## src/rtl/vmon_pkg.sv

```systemverilog
package vmon_pkg;

    // Control states of the cycle monitor
    typedef enum logic [1:0] {
        MON_IDLE   = 2'd0,
        MON_TIMING = 2'd1,
        MON_HOLD   = 2'd2,
        MON_BERR   = 2'd3
    } mon_state_e;

    // Clamp so that the counter always has a meaningful range
    function automatic int unsigned limit_cycles(input int unsigned us, input int unsigned mhz);
        int unsigned raw;
        raw = us * mhz;
        return (raw < 2) ? 2 : raw;
    endfunction

endpackage

```

## src/rtl/vmon_cycle_detect.sv

```systemverilog
module vmon_cycle_detect #(
    parameter int unsigned NUM_DS = 2
) (
    input  logic              as_n,
    input  logic [NUM_DS-1:0] ds_n,
    input  logic              dtack_n,
    input  logic              berr_in_n,
    output logic              cycle_live,
    output logic              cycle_term
);

    logic any_ds;

    generate
        if (NUM_DS == 1) begin : g_single
            assign any_ds = ~ds_n[0];
        end else begin : g_multi
            assign any_ds = ~(&ds_n);
        end
    endgenerate

    // A cycle is open while the address strobe and some data strobe are low
    assign cycle_live = ~as_n & any_ds;
    // Either a normal acknowledge or a foreign bus error ends the cycle
    assign cycle_term = ~dtack_n | ~berr_in_n;

endmodule

```

## src/rtl/vmon_timer.sv

```systemverilog
module vmon_timer #(
    parameter int unsigned LIMIT = 128
) (
    input  logic clk,
    input  logic rst_n,
    input  logic restart,
    input  logic advance,
    output logic at_limit
);

    localparam int unsigned CW = (LIMIT > 2) ? $clog2(LIMIT) : 1;
    localparam logic [CW-1:0] LAST = CW'(LIMIT - 1);

    logic [CW-1:0] cnt_q;

    // restart counts the first edge of the cycle, so load one
    always_ff @(posedge clk or negedge rst_n) begin
        if (!rst_n) begin
            cnt_q <= '0;
        end else if (restart) begin
            cnt_q <= CW'(1);
        end else if (advance && (cnt_q != LAST)) begin
            cnt_q <= cnt_q + CW'(1);
        end
    end

    assign at_limit = (cnt_q == LAST);

endmodule

```

## src/rtl/vmon_status_flag.sv

```systemverilog
module vmon_status_flag (
    input  logic clk,
    input  logic rst_n,
    input  logic set_evt,
    input  logic clear_req,
    output logic flag
);

    // A new event takes priority over a clear at the same edge
    always_ff @(posedge clk or negedge rst_n) begin
        if (!rst_n) begin
            flag <= 1'b0;
        end else if (set_evt) begin
            flag <= 1'b1;
        end else if (clear_req) begin
            flag <= 1'b0;
        end
    end

endmodule

```

## src/rtl/vme_cycle_watchdog.sv

```systemverilog
module vme_cycle_watchdog
    import vmon_pkg::*;
#(
    parameter int unsigned NUM_DS     = 2,
    parameter int unsigned CLK_MHZ    = 250,
    parameter int unsigned TIMEOUT_US = 128
) (
    input  logic              clk,
    input  logic              rst_n,
    input  logic              as_n,
    input  logic [NUM_DS-1:0] ds_n,
    input  logic              dtack_n,
    input  logic              berr_in_n,
    input  logic              mon_enable,
    input  logic              status_clear,
    output logic              berr_out_n,
    output logic              timeout_flag
);

    localparam int unsigned LIMIT = limit_cycles(TIMEOUT_US, CLK_MHZ);

    mon_state_e state_q, state_d;
    logic cycle_live, cycle_term, at_limit;
    logic tmr_restart, tmr_advance, timeout_evt;

    vmon_cycle_detect #(.NUM_DS(NUM_DS)) i_detect (
        .as_n       (as_n),
        .ds_n       (ds_n),
        .dtack_n    (dtack_n),
        .berr_in_n  (berr_in_n),
        .cycle_live (cycle_live),
        .cycle_term (cycle_term)
    );

    vmon_timer #(.LIMIT(LIMIT)) i_timer (
        .clk      (clk),
        .rst_n    (rst_n),
        .restart  (tmr_restart),
        .advance  (tmr_advance),
        .at_limit (at_limit)
    );

    vmon_status_flag i_flag (
        .clk       (clk),
        .rst_n     (rst_n),
        .set_evt   (timeout_evt),
        .clear_req (status_clear),
        .flag      (timeout_flag)
    );

    // State register
    always_ff @(posedge clk or negedge rst_n) begin
        if (!rst_n) begin
            state_q <= MON_IDLE;
        end else begin
            state_q <= state_d;
        end
    end

    // Next-state logic
    always_comb begin
        state_d = state_q;
        unique case (state_q)
            MON_IDLE: begin
                if (cycle_live) begin
                    if (!mon_enable || cycle_term) begin
                        state_d = MON_HOLD;
                    end else begin
                        state_d = MON_TIMING;
                    end
                end
            end
            MON_TIMING: begin
                if (!cycle_live) begin
                    state_d = MON_IDLE;
                end else if (!mon_enable || cycle_term) begin
                    state_d = MON_HOLD;
                end else if (at_limit) begin
                    state_d = MON_BERR;
                end
            end
            MON_HOLD: begin
                if (!cycle_live) begin
                    state_d = MON_IDLE;
                end
            end
            MON_BERR: begin
                if (!cycle_live) begin
                    state_d = MON_IDLE;
                end else if (!mon_enable) begin
                    state_d = MON_HOLD;
                end
            end
            default: state_d = MON_IDLE;
        endcase
    end

    // Outputs and datapath controls
    always_comb begin
        berr_out_n  = (state_q != MON_BERR);
        tmr_restart = (state_q == MON_IDLE) && (state_d == MON_TIMING);
        tmr_advance = (state_q == MON_TIMING);
        timeout_evt = (state_q == MON_TIMING) && (state_d == MON_BERR);
    end

endmodule

```

## config.mk

```make
export PLATFORM = sky130hd
export DESIGN_NAME = vme_cycle_watchdog
export DESIGN_NICKNAME = d
export VERILOG_FILES = /design/src/rtl/vmon_pkg.sv /design/src/rtl/vmon_cycle_detect.sv /design/src/rtl/vmon_timer.sv /design/src/rtl/vmon_status_flag.sv /design/src/rtl/vme_cycle_watchdog.sv
export SDC_FILE = /design/constraint.sdc
export NUM_CORES = 1
export LEC_CHECK = 0
export ABC_AREA = 1
export BUFFER_PORTS_ARGS = -buffer_cell sky130_fd_sc_hd__buf_2
export CAP_MARGIN = 10
export CORE_UTILIZATION = 48
export CTS_CLUSTER_DIAMETER = 50
export DETAILED_ROUTE_END_ITERATION = 10
export PLACE_DENSITY = 0.73
export SLEW_MARGIN = 20
export SYNTH_ARGS = -nofsm -noshare
export SYNTH_HDL_FRONTEND = slang
export SYNTH_SLANG_ARGS = --single-unit
```

## constraint.sdc

```tcl
create_clock -name clk -period 1.7 [get_ports clk]
set_input_delay 0.085 -clock clk [delete_from_list [all_inputs] [get_ports clk]]
set_output_delay 0.085 -clock clk [all_outputs]
set_load 0.05 [all_outputs]
```

## Word level (Yosys, flattened, before mapping)

Index checks and enable logic that the tools add are counted.
W data, S select, Z words.

| storage, ports and cells | value |
|---|---|
| register bits | 18 |
| latch bits | 0 |
| bits in writable memories | 0 |
| bits in read-only memories | 0 |
| input port bits | 9 |
| output and inout port bits | 2 |
| logic and storage cells | 40 |
| memories | 0 |

| cells by class | value |
|---|---|
| add/subtract/negate cells | 1 |
| multiply operators | 0 |
| divide/modulo/power cells | 0 |
| magnitude comparators | 0 |
| equality and inequality tests | 8 |
| shifts and indexed selects | 0 |
| multiplexer cells | 13 |
| bitwise logic cells | 6 |
| reduce and logical (&&, ||, !) cells | 9 |

Operator list:

| operator | count |
|---|---|
| $mux W15 | 2 |
| $mux W2 | 8 |
| $add A15 B1 Y15 const B | 1 |
| $eq A15 B15 Y1 const B | 1 |
| $ne A15 B15 Y1 const B | 1 |
| $pmux W2 S4 | 1 |
| $eq A2 B2 Y1 const B | 3 |
| $eq A2 B1 Y1 const B | 2 |
| $not A1 Y1 | 4 |
| $reduce_bool A2 Y1 | 2 |
| $logic_and A1 B1 Y1 | 3 |
| $logic_not A2 Y1 | 1 |
| $mux W1 | 2 |
| $ne A2 B2 Y1 const B | 1 |
| $reduce_and A2 Y1 | 1 |
| $and A1 B1 Y1 | 1 |
| $logic_not A1 Y1 | 1 |
| $logic_or A1 B1 Y1 | 1 |
| $or A1 B1 Y1 | 1 |

## Depth between registers and ports, before layout

| logic depth | value |
|---|---|
| depth in word-level cells | 9 |
| mapped depth | 11 |
| gate-level depth less buffers | 10 |

## Cells and area by module

Synthesis repeated with hierarchy kept, for this count alone.

| second synthesis, totals | value |
|---|---|
| cell total of the unflattened synthesis | 174 |
| area, all modules | 1189.9 µm² |

By module, submodules not included:

| module | times used | cells each | area each (µm²) | seq. area each (µm²) |
|---|---|---|---|---|
| vmon_timer | 1 | 140 | 984.7 | 375.4 |
| vme_cycle_watchdog | 1 | 27 | 152.6 | 50.0 |
| vmon_status_flag | 1 | 5 | 40.0 | 25.0 |
| vmon_cycle_detect | 1 | 2 | 12.5 | 0.0 |

## Worst setup path after synthesis

Ideal clock, no wire load.

| timing path | value |
|---|---|
| kind | register -> register |
| from | register i_timer.cnt_q[0] |
| to | register i_timer.cnt_q[0] |
| library setup time | 0.128 ns |
| data arrival time | 1.309 ns |
| required time | 1.572 ns |
| slack | 0.263 ns |
| cell stages (with the launch flop) | 10 |
| path buffers | 1 |
| clock period less this slack | 1.437 ns |
| cell sequence | dfrtp_1 ha_1 nand3_2 inv_2 nand2_1 nor2_1 nor2_2 buf_6 nand2_1 nand3_1 |

| on the way | value |
|---|---|
| word-level cells in the longest chain between the ends | 8 |
| elaborated cells on any way between the ends | 13 |
| classes of those cells | add/sub (1); eq/ne (3); mux (6); reduce/logical (3) |

Ends and longest elaborated chain:

| item | line | RTL |
|---|---|---|
| start: declaration | vmon_timer.sv:14 | `logic [CW-1:0] cnt_q;` |
| start signal: assignment | vmon_timer.sv:23 | `cnt_q <= cnt_q + CW'(1);` |
| $eq A15 B15 Y1 | vmon_timer.sv:27 | `assign at_limit = (cnt_q == LAST);` |
| $mux W2 | vme_cycle_watchdog.sv:78 | `end else if (at_limit) begin` |
| $mux W2 | vme_cycle_watchdog.sv:76 | `end else if (!mon_enable \|\| cycle_term) begin` |
| $mux W2 | vme_cycle_watchdog.sv:74 | `if (!cycle_live) begin` |
| $pmux W2 S4 | vme_cycle_watchdog.sv:63 | `unique case (state_q)` |
| $eq A2 B1 Y1 | vme_cycle_watchdog.sv:101 | `tmr_restart = (state_q == MON_IDLE) && (state_d == MON_TIMING);` |
| $logic_and A1 B1 Y1 | vme_cycle_watchdog.sv:101 |  |
| $mux W15 / $reduce_bool A2 Y1 (equally long branches) | - |  |

Several ways; a longest one is shown, not always the timed one. The select of a mux whose other input is x is not followed.
A chain may end at the register's enable or synchronous reset.

## Final worst setup path

| timing path | value |
|---|---|
| from | register i_timer.cnt_q[1] |
| to | register i_timer.cnt_q[9] |

The elaborated chain is that of the path after synthesis.

==> out/metrics.csv <==
metric,value,unit
Routed wire per std cell,12.2,µm
CTS tree,yes,
drt via density,5.24,
"Arr. time, crit path",1740,ps
largest net degree at the start of global routing,19,
Die ar.,2660,µm²
fin nets,206,
critical path peak fanout,13,
number of clock sinks,18,
Die Ht,51.6,µm
Yosys reg bits,18,
Critical Path RT,1950,ps
maximum clock rate,671,MHz
Final ANT Viol Nets,0,
share of layout cells above drive strength 1,13.9,%
CTS Buffer Depth,2,
DRT Pass-1 Iters,4,
Pwr Density,691,nW/µm²
Clock Skews,5.31,ps
Final period util,87.7,%
crit path capture type,register,
DR iter-0 viols,33,
setup bufs post-CTS,0,
"Seq/Total Area, Yosys",38.1,%
Rel. slew slack,72.6,%
critical path cell sequence,ha_2 > nand3_2 > nor2_2 > nand2_1 > nand2_1 > nand2_1 > inv_4 > nand2_1 > nand2_1,
initial antenna violation count,0,
Root Driver,clkbuf_4,
routed vias,1164,
Final Hold Fails,0,
max-slew violation count,0,
routed wl met3,131,µm
worst min-delay path class,input pin to register,
top routing layer in use,met4,
DRC,0,
core area,2280,µm²
count of final setup violators,0,
hold slack,13.1,ps
Final TNS setup,0,ps
Post-Syn Instances,180,
critical path's top delay family,simple AND/OR/NAND/NOR gates,
Startpoint Class,register,
met1 WL,1290,µm
syn_area_per_cell,6.56,µm²
met2 wire length,1280,µm
critical path class,register to register,
synthesis-to-layout area growth,10.4,%
Final Cell Area,1300,µm²
Ports,11,
post-synth cell types,18,
CP max stage cell,dfrtp_1,
Mapped Nets,190,
row count,17,
register clock-pin slew on the reported worst setup and hold paths,100,ps
Congestion Overflow GR,0,
# diodes,0,
"wirelength, routed",2720,µm
first-pass GRT wire length,4920,µm
Final Total Pwr,0.901,mW
Critical Path Stages,9,
R2R cell count,9,
placed cell area,1260,µm²
number of max-cap violations,0,
vias in the first global route,1130,
placed wire-length estimate,1960,µm
gr usage total,25.0,%
Routability Congestion,0.873,
TritonCTS Buffers,3,
Worst Tran Pin Value,410,ps
Leak,0.686,nW
Initial Util,51.9,%
RSZ-0062 raised after global routing,false,
CP most frequent cell,nand2_1,
IO Port Bufs,10,
Final Critical Period,1490,ps
worst-skew pair later-pin latency,300,ps
yosys warns,0,
worst stage delay on the critical path,390,ps
synthesized cell area,1180,µm²
Hold Path Depth,4,
Die X-Extent,51.6,µm
VDD IR max,0.000574,V
status,finished clean,
htree depth,1,
worst path bufs/invs,1,
worst paths after layout:
path                                        from           endpoint  slack, ps
worst max-delay path            i_timer.cnt_q[1]   i_timer.cnt_q[9]        210
worst max register to register  i_timer.cnt_q[1]   i_timer.cnt_q[9]        210
min in group asynchronous                  rst_n         state_q[0]        230
max in group asynchronous                  rst_n  i_timer.cnt_q[11]       1180
worst min register to register       i_flag.flag        i_flag.flag        500
worst min-delay path                status_clear        i_flag.flag         10
cells in the mapped netlist:
cell / number / area [µm²]
nor2_2: 2 / 12.5
buf_2: 1 / 5.00
nand4_1: 17 / 106
or2_2: 3 / 18.8
nand3_2: 1 / 10.0
xor2_1: 1 / 8.76
nand2_1: 70 / 263
a21oi_1: 2 / 10.0
o21ai_0: 2 / 10.0
nand3_1: 16 / 80.1
buf_6: 2 / 22.5
dfrtp_1: 18 / 450
inv_1: 18 / 67.6
nor2_1: 21 / 78.8
inv_2: 3 / 11.3
nand2_2: 1 / 6.26
a21o_1: 1 / 7.51
ha_1: 1 / 12.5
stage by stage:
stage	worst slack, ps	cells	utilization, %
2_1_floorplan	263	180	-
3_3_place_gp	75.3	218	55.4
3_5_place_dp	9.78	218	55.4
4_1_cts	131	222	57.1
5_1_grt	31.6	222	57.3
6_report	210	222	57.3
layer usage:
layer / global-route usage [%] / vias up
li1: - / 606
met1: 32.6 / 523
met2: 41.8 / 30
met3: 6.14 / 5
met4: 5.41 / 0
met5: 0 / -
cells in the final DEF, fill, tap and decap left out:
cell type,n
nand2_1,70
nor2_1,21
inv_1,18
dfrtp_1,18
nand4_1,17
nand3_1,16
buf_2,10
or2_2,3
clkbuf_4,3
buf_4,3
a21oi_1,2
inv_2,2
o21ai_0,2
nand3_2,1
nand2_2,1
nor2_2,1
nor2_4,1
a21o_1,1
inv_4,1
xor2_1,1
ha_2,1
dlygate4sd3_1,1
logic make-up (layout without fill, tap and decap cells):
| family | Yosys count | in the layout | share of synthesized area [%] |
|---|---|---|---|
| XOR/XNOR | 1 | 1 | 0.742 |
| buffers and inverters | 24 | 38 | 9.00 |
| AO/OA/AOI/OAI | 5 | 5 | 2.33 |
| adder cells (fa/ha/maj) | 1 | 1 | 1.06 |
| flip-flops | 18 | 18 | 38.1 |
| AND/OR/NAND/NOR | 131 | 131 | 48.7 |
layout make-up:
cell class                      count  area (µm²)
Inverter                           21        81.3
Tap cell                           28        35.0
Clock buffer                        3        22.5
Fill cell                         208         972
Multi-Input combinational cell    138         632
Timing Repair Buffer               14        82.6
Sequential cell                    18         450
sequential cells by signal (all words and copies together) (netlist names):
name and cells:
i_timer.cnt_q 15, state_q 2, i_flag.flag 1
repair_timing:
| item | 4_1_cts | 5_1_grt |
|---|---|---|
| gates resized for setup | 1 | 2 |
| endpoints found under the hold margin | 18 | 0 |
| hold buffers | 1 | 0 |
| setup endpoints to repair | 5 | 13 |
worst reg2reg max path, cell delays in order (launching register included):
cell	delay [ps]
dfrtp_1	390
ha_2	240
nand3_2	120
nor2_2	160
nand2_1	80
nand2_1	80
nand2_1	90
inv_4	150
nand2_1	70
nand2_1	70
power by group:
part,total [mW],switching (mW),leakage (nW),internal [mW]
Combinational,0.183,0.109,0.427,0.0738
Clock,0.219,0.136,0.0138,0.0827
Sequential,0.500,0.0372,0.245,0.462
Total,0.901,0.282,0.686,0.619
Power figures use the tool's default switching activity.
